**config.mk**
```make
export PLATFORM = sky130hd
export DESIGN_NAME = pixel_stat_accum
export DESIGN_NICKNAME = d
export VERILOG_FILES = /design/src/rtl/pixel_stat_pkg.sv /design/src/rtl/photon_gate.sv /design/src/rtl/frame_ctrl.sv /design/src/rtl/stat_pair.sv /design/src/rtl/pixel_stat_accum.sv
export SDC_FILE = /design/constraint.sdc
export NUM_CORES = 1
export LEC_CHECK = 0
export ABC_AREA = 1
export BUFFER_PORTS_ARGS = -buffer_cell sky130_fd_sc_hd__buf_2
export CAP_MARGIN = 5
export CORE_MARGIN = 5
export CORE_UTILIZATION = 59
export CTS_BUF_LIST = sky130_fd_sc_hd__clkbuf_4 sky130_fd_sc_hd__clkbuf_8 sky130_fd_sc_hd__clkbuf_16
export DETAILED_ROUTE_END_ITERATION = 6
export PLACE_DENSITY = 0.9
export SETUP_SLACK_MARGIN = 0.15
export SLEW_MARGIN = 20
export SYNTH_ARGS = -nofsm -noshare
export SYNTH_HDL_FRONTEND = slang
export SYNTH_SLANG_ARGS = --single-unit
```
**constraint.sdc**
```tcl
create_clock -name clk -period 2.2 [get_ports clk]
set_input_delay 0.22 -clock clk [delete_from_list [all_inputs] [get_ports clk]]
set_output_delay 0.22 -clock clk [all_outputs]
set_load 0.02 [all_outputs]
```
**src/rtl/pixel_stat_pkg.sv**
```systemverilog
package pixel_stat_pkg;
  typedef enum logic {
    PH_BG  = 1'b0,
    PH_SIG = 1'b1
  } phase_e;
  localparam int NUM_PHASES = 2;
endpackage

```
**src/rtl/photon_gate.sv**
```systemverilog
module photon_gate (
  input  logic clk,
  input  logic rst_n,
  input  logic clr_i,
  input  logic active_i,
  input  logic en_i,
  input  logic valid_i,
  output logic accept_o
);
  logic en_q, armed_q, rise;

  assign rise     = en_i & ~en_q;
  assign accept_o = active_i & ~clr_i & valid_i & en_i & (rise | armed_q);

  always_ff @(posedge clk or negedge rst_n) begin
    if (!rst_n) begin
      en_q    <= 1'b0;
      armed_q <= 1'b0;
    end else begin
      en_q <= en_i;
      if (clr_i || accept_o) armed_q <= 1'b0;
      else if (rise)         armed_q <= 1'b1;
    end
  end


  one_per_window_chk: assert property (@(posedge clk) disable iff (!rst_n)
    accept_o |=> (!accept_o || (en_i && !$past(en_i))));
endmodule

```
**src/rtl/frame_ctrl.sv**
```systemverilog
module frame_ctrl (
  input  logic clk,
  input  logic rst_n,
  input  logic clr_i,
  input  logic end_i,
  output logic active_o,
  output logic done_o
);
  always_ff @(posedge clk or negedge rst_n) begin
    if (!rst_n) begin
      active_o <= 1'b0;
      done_o   <= 1'b0;
    end else if (clr_i) begin
      active_o <= 1'b1;
      done_o   <= 1'b0;
    end else if (end_i && active_o) begin
      active_o <= 1'b0;
      done_o   <= 1'b1;
    end
  end


  done_idle_chk: assert property (@(posedge clk) disable iff (!rst_n)
    done_o |-> !active_o);
endmodule

```
**src/rtl/stat_pair.sv**
```systemverilog
module stat_pair #(
  parameter int TS_W  = 16,
  parameter int CNT_W = 16,
  parameter int SUM_W = 32
) (
  input  logic             clk,
  input  logic             rst_n,
  input  logic             clr_i,
  input  logic             hit_i,
  input  logic [TS_W-1:0]  ts_i,
  output logic [CNT_W-1:0] cnt_o,
  output logic [SUM_W-1:0] sum_o,
  output logic             sat_o
);
  localparam logic [CNT_W-1:0] CNT_MAX = '1;
  localparam logic [SUM_W-1:0] SUM_MAX = '1;

  logic [SUM_W:0] sum_ext;
  logic           cnt_full, sum_carry;

  assign sum_ext   = {1'b0, sum_o} + {{(SUM_W + 1 - TS_W){1'b0}}, ts_i};
  assign cnt_full  = (cnt_o == CNT_MAX);
  assign sum_carry = sum_ext[SUM_W];
  assign sat_o     = hit_i & (cnt_full | sum_carry);

  always_ff @(posedge clk or negedge rst_n) begin
    if (!rst_n) begin
      cnt_o <= '0;
      sum_o <= '0;
    end else if (clr_i) begin
      cnt_o <= '0;
      sum_o <= '0;
    end else if (hit_i) begin
      if (!cnt_full) cnt_o <= cnt_o + 1'b1;
      sum_o <= sum_carry ? SUM_MAX : sum_ext[SUM_W-1:0];
    end
  end


  cnt_step_chk: assert property (@(posedge clk) disable iff (!rst_n)
    (hit_i && !clr_i && cnt_o != CNT_MAX) |=> cnt_o == CNT_W'($past(cnt_o) + 1'b1));

  cnt_no_wrap_chk: assert property (@(posedge clk) disable iff (!rst_n)
    !clr_i |=> cnt_o >= $past(cnt_o));

  sum_no_wrap_chk: assert property (@(posedge clk) disable iff (!rst_n)
    !clr_i |=> sum_o >= $past(sum_o));
endmodule

```
**src/rtl/pixel_stat_accum.sv**
```systemverilog
module pixel_stat_accum
  import pixel_stat_pkg::*;
#(
  parameter int TS_W  = 16,
  parameter int CNT_W = 16,
  parameter int SUM_W = 32
) (
  input  logic             clk,
  input  logic             rst_n,
  input  logic             frame_clr,
  input  logic             frame_end,
  input  logic             win_en,
  input  logic             laser_on,
  input  logic             ts_valid,
  input  logic [TS_W-1:0]  ts_data,
  output logic [CNT_W-1:0] bg_cnt,
  output logic [SUM_W-1:0] bg_sum,
  output logic [CNT_W-1:0] sig_cnt,
  output logic [SUM_W-1:0] sig_sum,
  output logic             ovf,
  output logic             rd_valid
);
  logic active, accept;
  logic [NUM_PHASES-1:0] hit, sat;
  logic [CNT_W-1:0] cnt_arr [NUM_PHASES];
  logic [SUM_W-1:0] sum_arr [NUM_PHASES];
  phase_e phase;

  assign phase = phase_e'(laser_on);

  frame_ctrl u_frame (
    .clk(clk), .rst_n(rst_n), .clr_i(frame_clr), .end_i(frame_end),
    .active_o(active), .done_o(rd_valid)
  );

  photon_gate u_gate (
    .clk(clk), .rst_n(rst_n), .clr_i(frame_clr), .active_i(active),
    .en_i(win_en), .valid_i(ts_valid), .accept_o(accept)
  );

  for (genvar g = 0; g < NUM_PHASES; g++) begin : g_pair
    assign hit[g] = accept & (phase == phase_e'(g));
    stat_pair #(.TS_W(TS_W), .CNT_W(CNT_W), .SUM_W(SUM_W)) u_pair (
      .clk(clk), .rst_n(rst_n), .clr_i(frame_clr), .hit_i(hit[g]),
      .ts_i(ts_data), .cnt_o(cnt_arr[g]), .sum_o(sum_arr[g]), .sat_o(sat[g])
    );
  end

  assign bg_cnt  = cnt_arr[PH_BG];
  assign bg_sum  = sum_arr[PH_BG];
  assign sig_cnt = cnt_arr[PH_SIG];
  assign sig_sum = sum_arr[PH_SIG];

  always_ff @(posedge clk or negedge rst_n) begin
    if (!rst_n)         ovf <= 1'b0;
    else if (frame_clr) ovf <= 1'b0;
    else if (|sat)      ovf <= 1'b1;
  end


  ovf_sticky_chk: assert property (@(posedge clk) disable iff (!rst_n)
    (ovf && !frame_clr) |=> ovf);

  idle_hold_chk: assert property (@(posedge clk) disable iff (!rst_n)
    (rd_valid && !frame_clr) |=> ($stable(bg_cnt) && $stable(sig_sum)));

  bg_phase_chk: assert property (@(posedge clk) disable iff (!rst_n)
    ((!ts_valid || laser_on) && !frame_clr) |=> ($stable(bg_cnt) && $stable(bg_sum)));

  clr_zero_chk: assert property (@(posedge clk) disable iff (!rst_n)
    frame_clr |=> (bg_cnt == '0 && sig_cnt == '0 && !ovf && !rd_valid));
endmodule

```
==> results.cfg, run 1 <==
[synth]
synth-warning-count = 0
yosysTopAreaCellShare_pct = 31.35
synthXorXnorAreaFrac_pct = 3.803
synth_commonest_cells = nand2_1, inv_1, dfrtp_1, nand3_1, nor2_1
post-synth-top-count-cell = nand2_1
synth_fp_nets = 1315
ys_types = 44
yosys.area_share.simple_pct = 41.89
async_flop_share_pct = 100.0
synthCells = 1256
ys_ff_latch = 101
synth_area_leader_cell = dfrtp_1
synthFlopType = dfrtp_1
synth_top_cells_by_area = dfrtp_1, nand2_1, inv_1
synth_fa_ha_area_share_pct = 5.774
syn_area_per_cell_um2 = 6.418
ys_seq_area_share_pct = 31.35
synth_enable_flop_cells = 0
synthMuxAreaShare_pct = 0
synth_top_family_by_area = simple AND/OR/NAND/NOR gates
netlist_area_mm2 = 0.008061
synth-compound-area-share_pct = 7.000

[sta]
slew_headroom_pct = 34.60
fmax_mhz = 467.9
setup_viol = 0
finalMaxSlewViolations = 0
rsz0062_at_grt = true
tightest_slew_ns = 0.9799
finClkSkew_ns = 0.009577
period_share_pct = 97.14
finalHoldViolations = 0
min_period_ns = 2.137
finalSetupTns_ns = 0

[clock_tree]
numCtsBuffers = 9
clk_pin_slew_ns = 0.08
ctsHtreeMaxLevel = 3
clock_path_buffers = 2
tritoncts = done
insertion_delay_ns = 0.37
cts_sinks = 101
cts_root_buffer = clkbuf_16

[power_and_ir_drop]
p_per_area_mw_per_mm2 = 403.5
p_clk_share_pct = 39.2
seqPwrFrac_pct = 47.4
switchingPower_uw = 1179
intPower_uw = 2851
p_total_uw = 4030
leakagePower_uw = 0.005758
ir_worst_vdd_mv = 0.4527
combPwrFrac_pct = 13.4
swShare_pct = 29.26

[placed_design]
io_buffers = 120
gp_congestion = 0.9833
place_hpwl_um = 17220

[final_layout]
nNetsFinal = 1465
multiInputGateArea_mm2 = 0.005253
drive_gt1_share_pct = 22.40
area_growth_pct = 23.90
register_area_mm2 = 0.002534
fillCellCount = 963
diodes = 0

[floorplan]
die_w_um = 126.9
die_h_um = 126.9
std_cell_rows = 42
core_mm2 = 0.01330
die_area_mm2 = 0.01610
start_util_pct = 60.63
io_pins = 121

[global_routing]
grt_pass1_vias = 8141
grt_pass1_wl_um = 38270
gr-usage-all-layers_pct = 28.84
gr-total-overflow = 0
grt_max_degree = 51
antenna_found_initial = 0

[routing]
detail-route-antenna-nets = 0
drt_pass1_iterations = 6
drc_errors = 0
wirelength_um = 25440
dr.first_iter.drc_count = 923
route.vias.total = 9094
wl_per_cell_um = 16.03
avgViaCountPerCell = 5.730

[critical_path]
crit_required_ns = 2.46
crit_start = g_pair[0].u_pair.sum_o[0]
startpoint_type = register
critical_path_class = register to register
end_kind = register
rr_startpoint = g_pair[0].u_pair.sum_o[0]
cp_max_fo = 7
r2r_end = g_pair[0].u_pair.sum_o[15]
worstPathArrival_ns = 2.40
reg2reg_slack_ns = 0.06
reg2reg_depth = 13

[run]
cap_viol_max_count = 0

[worst_hold_path]
hold_depth = 1
hp-class = input pin to register
hold_start = win_en
hold_end = u_gate.en_q

[outcome]
status = complete, no violations
==> cells by family after synthesis <==
family,count (synthesis)
buffers and inverters,202
and+or+nand+nor,783
xor gates and xnor gates,35
adders and majority gates,36
DFF,101
AOI/OAI and AO/OA,99
==> state kept, by name, summed over array words and instances (netlist names) <==
name / flops
u_frame.active_o: 1
u_frame.done_o: 1
g_pair.u_pair.sum_o: 64
ovf: 1
u_gate.en_q: 1
g_pair.u_pair.cnt_o: 32
u_gate.armed_q: 1
==> repair_timing <==
action / CTS / global route
endpoints found under the hold margin: 46 / 0
setup endpoints to repair: 49 / 67
setup buffers: 1 / 15
hold buffers: 1 / 0
pin swaps: 3 / 57
gates cloned: 2 / 3
resized for setup: 13 / 105
==> layout make-up <==
type / count / area share, %
clock buffer: 10 / 2.330
clock inverter: 6 / 0.4635
multi-input combinational: 954 / 52.59
tap: 176 / 2.205
inverter: 180 / 6.877
sequential: 101 / 25.37
timing repair buffer: 160 / 10.17
==> power groups by stage <==
stage / logic (uW) / registers, uW / clock network [uW]
floorplan: 250 / 1970 / 0
global route: 587 / 1910 / 1680
detailed placement: 457 / 1940 / 0
global placement: 447 / 1940 / 0
CTS: 467 / 1910 / 1600
finish: 540 / 1910 / 1580
==> placed cells by master, fill, tap and decap left out, drive strengths merged, types with 28 or more instances in the layout <==
| master | netlist | final |
|---|---|---|
| a21oi | 34 | 34 |
| buf | 13 | 157 |
| dfrtp | 101 | 101 |
| ha | 34 | 34 |
| inv | 179 | 181 |
| nand2 | 529 | 530 |
| nand3 | 99 | 99 |
| nand4 | 28 | 28 |
| nor2 | 84 | 84 |
| nor3 | 32 | 32 |
| o21ai | 45 | 45 |
==> routing by layer <==
metal,global-route usage (%),up-vias,share of wire (%)
met4,11.04,0,4.5
met2,48.35,543,48
met5,0,-,0
li1,-,4264,-
met3,6.011,125,8.9
met1,36.65,4162,39
==> critical path, stage by stage, from the launching register on <==
cell and delay [ns]:
dfrtp_2 0.44, ha_4 0.18, fa_2 0.43, nand2_4 0.10, a21oi_4 0.07, nand2_1 0.10
nand2_2 0.08, nand3_2 0.08, nand2_4 0.09, nand2_8 0.13, clkbuf_16 0.16, nand2_1 0.06
nand2_1 0.06, nand2_1 0.05
==> worst max-delay path by stage <==
stage | endpoint | slack (ns) | cells past startpoint
floorplan | g_pair[0].u_pair.sum_o[0] | 0.15 | 13
detailed placement | ovf | 0.06 | 13
global placement | g_pair[0].u_pair.sum_o[11] | 0.12 | 12
CTS | g_pair[0].u_pair.sum_o[31] | 0.15 | 12
finish | g_pair[0].u_pair.sum_o[15] | 0.06 | 13
global route | g_pair[0].u_pair.sum_o[20] | -0.03 | 13
==> through the flow <==
| step | hold WS [ns] | area [um^2] | worst slack [ns] | std cells | utilization [%] |
|---|---|---|---|---|---|
| floorplan | -0.07559 | 8069 | 0.1503 | 1256 | - |
| global placement | 0.2998 | 8931 | 0.1220 | 1549 | 67.17 |
| detailed placement | 0.3057 | 8931 | 0.05623 | 1549 | 67.17 |
| CTS | 0.01665 | 9336 | 0.1544 | 1569 | 70.22 |
| global route | 0.01786 | 9988 | -0.02985 | 1587 | 75.13 |
| finish | 0.01794 | 9988 | 0.06289 | 1587 | 75.13 |
(Power assumes the default switching activity.)
==> run 2: changes to the inputs <==
--- a/config.mk
+++ b/config.mk
@@ -13,7 +13,7 @@
 export CTS_BUF_LIST = sky130_fd_sc_hd__clkbuf_4 sky130_fd_sc_hd__clkbuf_8 sky130_fd_sc_hd__clkbuf_16
 export DETAILED_ROUTE_END_ITERATION = 6
 export PLACE_DENSITY = 0.9
-export SETUP_SLACK_MARGIN = 0.15
+export SETUP_SLACK_MARGIN = 0.1
 export SLEW_MARGIN = 20
 export SYNTH_ARGS = -nofsm -noshare
 export SYNTH_HDL_FRONTEND = slang
==> run 2 against run 1 <==
Compared with the run above: sequential share of layout area grew 0.86 points; first-iteration DRC count shrank 5.2%; total power grew 1.7%; wire length shrank 7.7%; flip-flop and latch count is the same; highest routed layer unchanged; combinational power shrank 8.0%; largest power group unchanged; hold slack gained 0.0087 ns; sequential power is essentially flat.
==> results.cfg, run 2 (same netlist as run 1, synthesis figures left out) <==
[routing]
wirelength_um = 23470
detail-route-antenna-nets = 0
drt_pass1_iterations = 6
drc_errors = 0
wl_per_cell_um = 14.90
dr.first_iter.drc_count = 875
avgViaCountPerCell = 5.563
route.vias.total = 8762

[final_layout]
drive_gt1_share_pct = 18.16
reg.largest.list = g_pair.u_pair.sum_o (64), g_pair.u_pair.cnt_o (32)
regMostFlops = g_pair.u_pair.sum_o
nNetsFinal = 1453
area_growth_pct = 19.53
fillCellCount = 1067
layout_commonest_cell = nand2_1
diodes = 0
largest_reg_flops = 64
layout_common_cells = nand2_1, inv_1, buf_2

[critical_path]
path_delay_family = simple AND/OR/NAND/NOR gates
worstPathArrival_ns = 2.34
reg2reg_slack_ns = 0.16
cp_cell_sequence = ha_4, nand2_1, nor2_2, and3_1, nand3_2, nand2_4, nand2_8, buf_12, nand3_1, nand2_1, nand2_1
cpPeakStageDelay_ns = 0.46
cpMostUsedCell = nand2_1
rr_startpoint = g_pair[0].u_pair.sum_o[12]
end_kind = register
slowest_stage = dfrtp_1
reg2reg_depth = 11
critPathBufInv = 1
startpoint_type = register
critical_path_class = register to register
r2r_end = g_pair[0].u_pair.sum_o[21]
crit_required_ns = 2.50
cp_max_fo = 8

[clock_tree]
clk_pin_slew_ns = 0.08
ctsHtreeMaxLevel = 3
tritoncts = done
cts_sinks = 101
cts_root_buffer = clkbuf_16
insertion_delay_ns = 0.36
numCtsBuffers = 9
clock_path_buffers = 2

[global_routing]
grt_pass1_wl_um = 37340
gr-total-overflow = 0
grt_max_degree = 38
use_met2_pct = 46.11
gr-usage-all-layers_pct = 27.97
grt_busiest_layer = met2
antenna_found_initial = 0
grt_pass1_vias = 7901
use_met1_pct = 36.74
met3_usage_pct = 4.960

[worst_hold_path]
hold_end = u_gate.en_q
hold_start = win_en
hp-class = input pin to register
hold_depth = 1

[sta]
rsz0062_at_grt = true
finalHoldViolations = 0
setup_viol = 0
finalMaxSlewViolations = 0
finClkSkew_ns = 0.01328
tightest_slew_ns = 0.9747
fmax_mhz = 489.1
period_share_pct = 92.94
finalSetupTns_ns = 0
min_period_ns = 2.045
holdWs_ns = 0.02660
slew_headroom_pct = 34.95

[outcome]
status = complete, no violations

[placed_design]
gp_congestion = 0.9871
place_hpwl_um = 17270
io_buffers = 120

[power_and_ir_drop]
ir_worst_vdd_mv = 0.3199
p_per_area_mw_per_mm2 = 425.6
leakagePower_uw = 0.005535

[floorplan]
die_h_um = 126.9
start_util_pct = 60.63
core_mm2 = 0.01330
std_cell_rows = 42
die_w_um = 126.9
die_area_mm2 = 0.01610
io_pins = 121

[run]
cap_viol_max_count = 0
==> run 2: cell count changes in the layout (fill, tap and decap cells not counted), sizes merged <==
cell and change:
buf -10, bufinv +1, clkbuf -2, nand2 -1
==> run 2: area by class of cell <==
| class | count | area (um^2) | area share [%] |
|---|---|---|---|
| Clock buffer | 9 | 225.2 | 2.337 |
| Inverter | 180 | 681.9 | 7.077 |
| Timing Repair Buffer | 149 | 903.4 | 9.375 |
| Tap cell | 176 | 220.2 | 2.285 |
| Multi-Input combinational cell | 953 | 4995 | 51.84 |
| Sequential cell | 101 | 2527 | 26.23 |
| Clock inverter | 7 | 82.58 | 0.8570 |
==> run 2: per-stage QoR <==
| step | area (um^2) | cells | setup WS, ns | total power (uW) | utilization (%) |
|---|---|---|---|---|---|
| after floorplan | 8061 | 1256 | 0.1008 | 2218 | - |
| after global placement | 8929 | 1548 | 0.1381 | 2381 | 67.16 |
| after detailed placement | 8929 | 1548 | 0.04737 | 2392 | 67.16 |
| after CTS | 9261 | 1565 | 0.08330 | 4074 | 69.66 |
| after global routing | 9635 | 1575 | 0.06234 | 4261 | 72.47 |
| final | 9635 | 1575 | 0.1554 | 4101 | 72.47 |
==> run 2: worst max path at each step <==
stage | startpoint | end | slack, ns | cells past startpoint
after floorplan | g_pair[0].u_pair.sum_o[0] | g_pair[0].u_pair.sum_o[1] | 0.10 | 13
after global routing | g_pair[1].u_pair.sum_o[0] | g_pair[1].u_pair.sum_o[21] | 0.06 | 13
after global placement | g_pair[0].u_pair.sum_o[0] | g_pair[0].u_pair.sum_o[4] | 0.14 | 12
final | g_pair[0].u_pair.sum_o[12] | g_pair[0].u_pair.sum_o[21] | 0.16 | 11
after detailed placement | g_pair[0].u_pair.sum_o[0] | g_pair[0].u_pair.sum_o[4] | 0.05 | 12
after CTS | g_pair[1].u_pair.sum_o[0] | g_pair[1].u_pair.sum_o[25] | 0.08 | 13
==> run 2: repair_timing <==
action	4_1_cts	5_1_grt
pin swaps	0	11
hold buffers	1	0
cloned	0	1
setup buffers	0	9
resized for setup	4	45
hold endpoints to repair	34	0
endpoints found under the setup margin	24	66
==> run 2: power by group <==
part	switching (uW)	leakage, uW	internal, uW	total, uW
Sequential	31.4	0.00140	1880	1910
Clock	794	0.000144	899	1690
Combinational	329	0.00399	168	497
Total	1150	0.00553	2950	4100
==> run 2: layer usage <==
| metal | vias up | part of all wire, % |
|---|---|---|
| met4 | 0 | 2.9 |
| met3 | 63 | 7.8 |
| met2 | 418 | 48 |
| met1 | 4042 | 41 |
| met5 | - | 0 |
| li1 | 4239 | - |
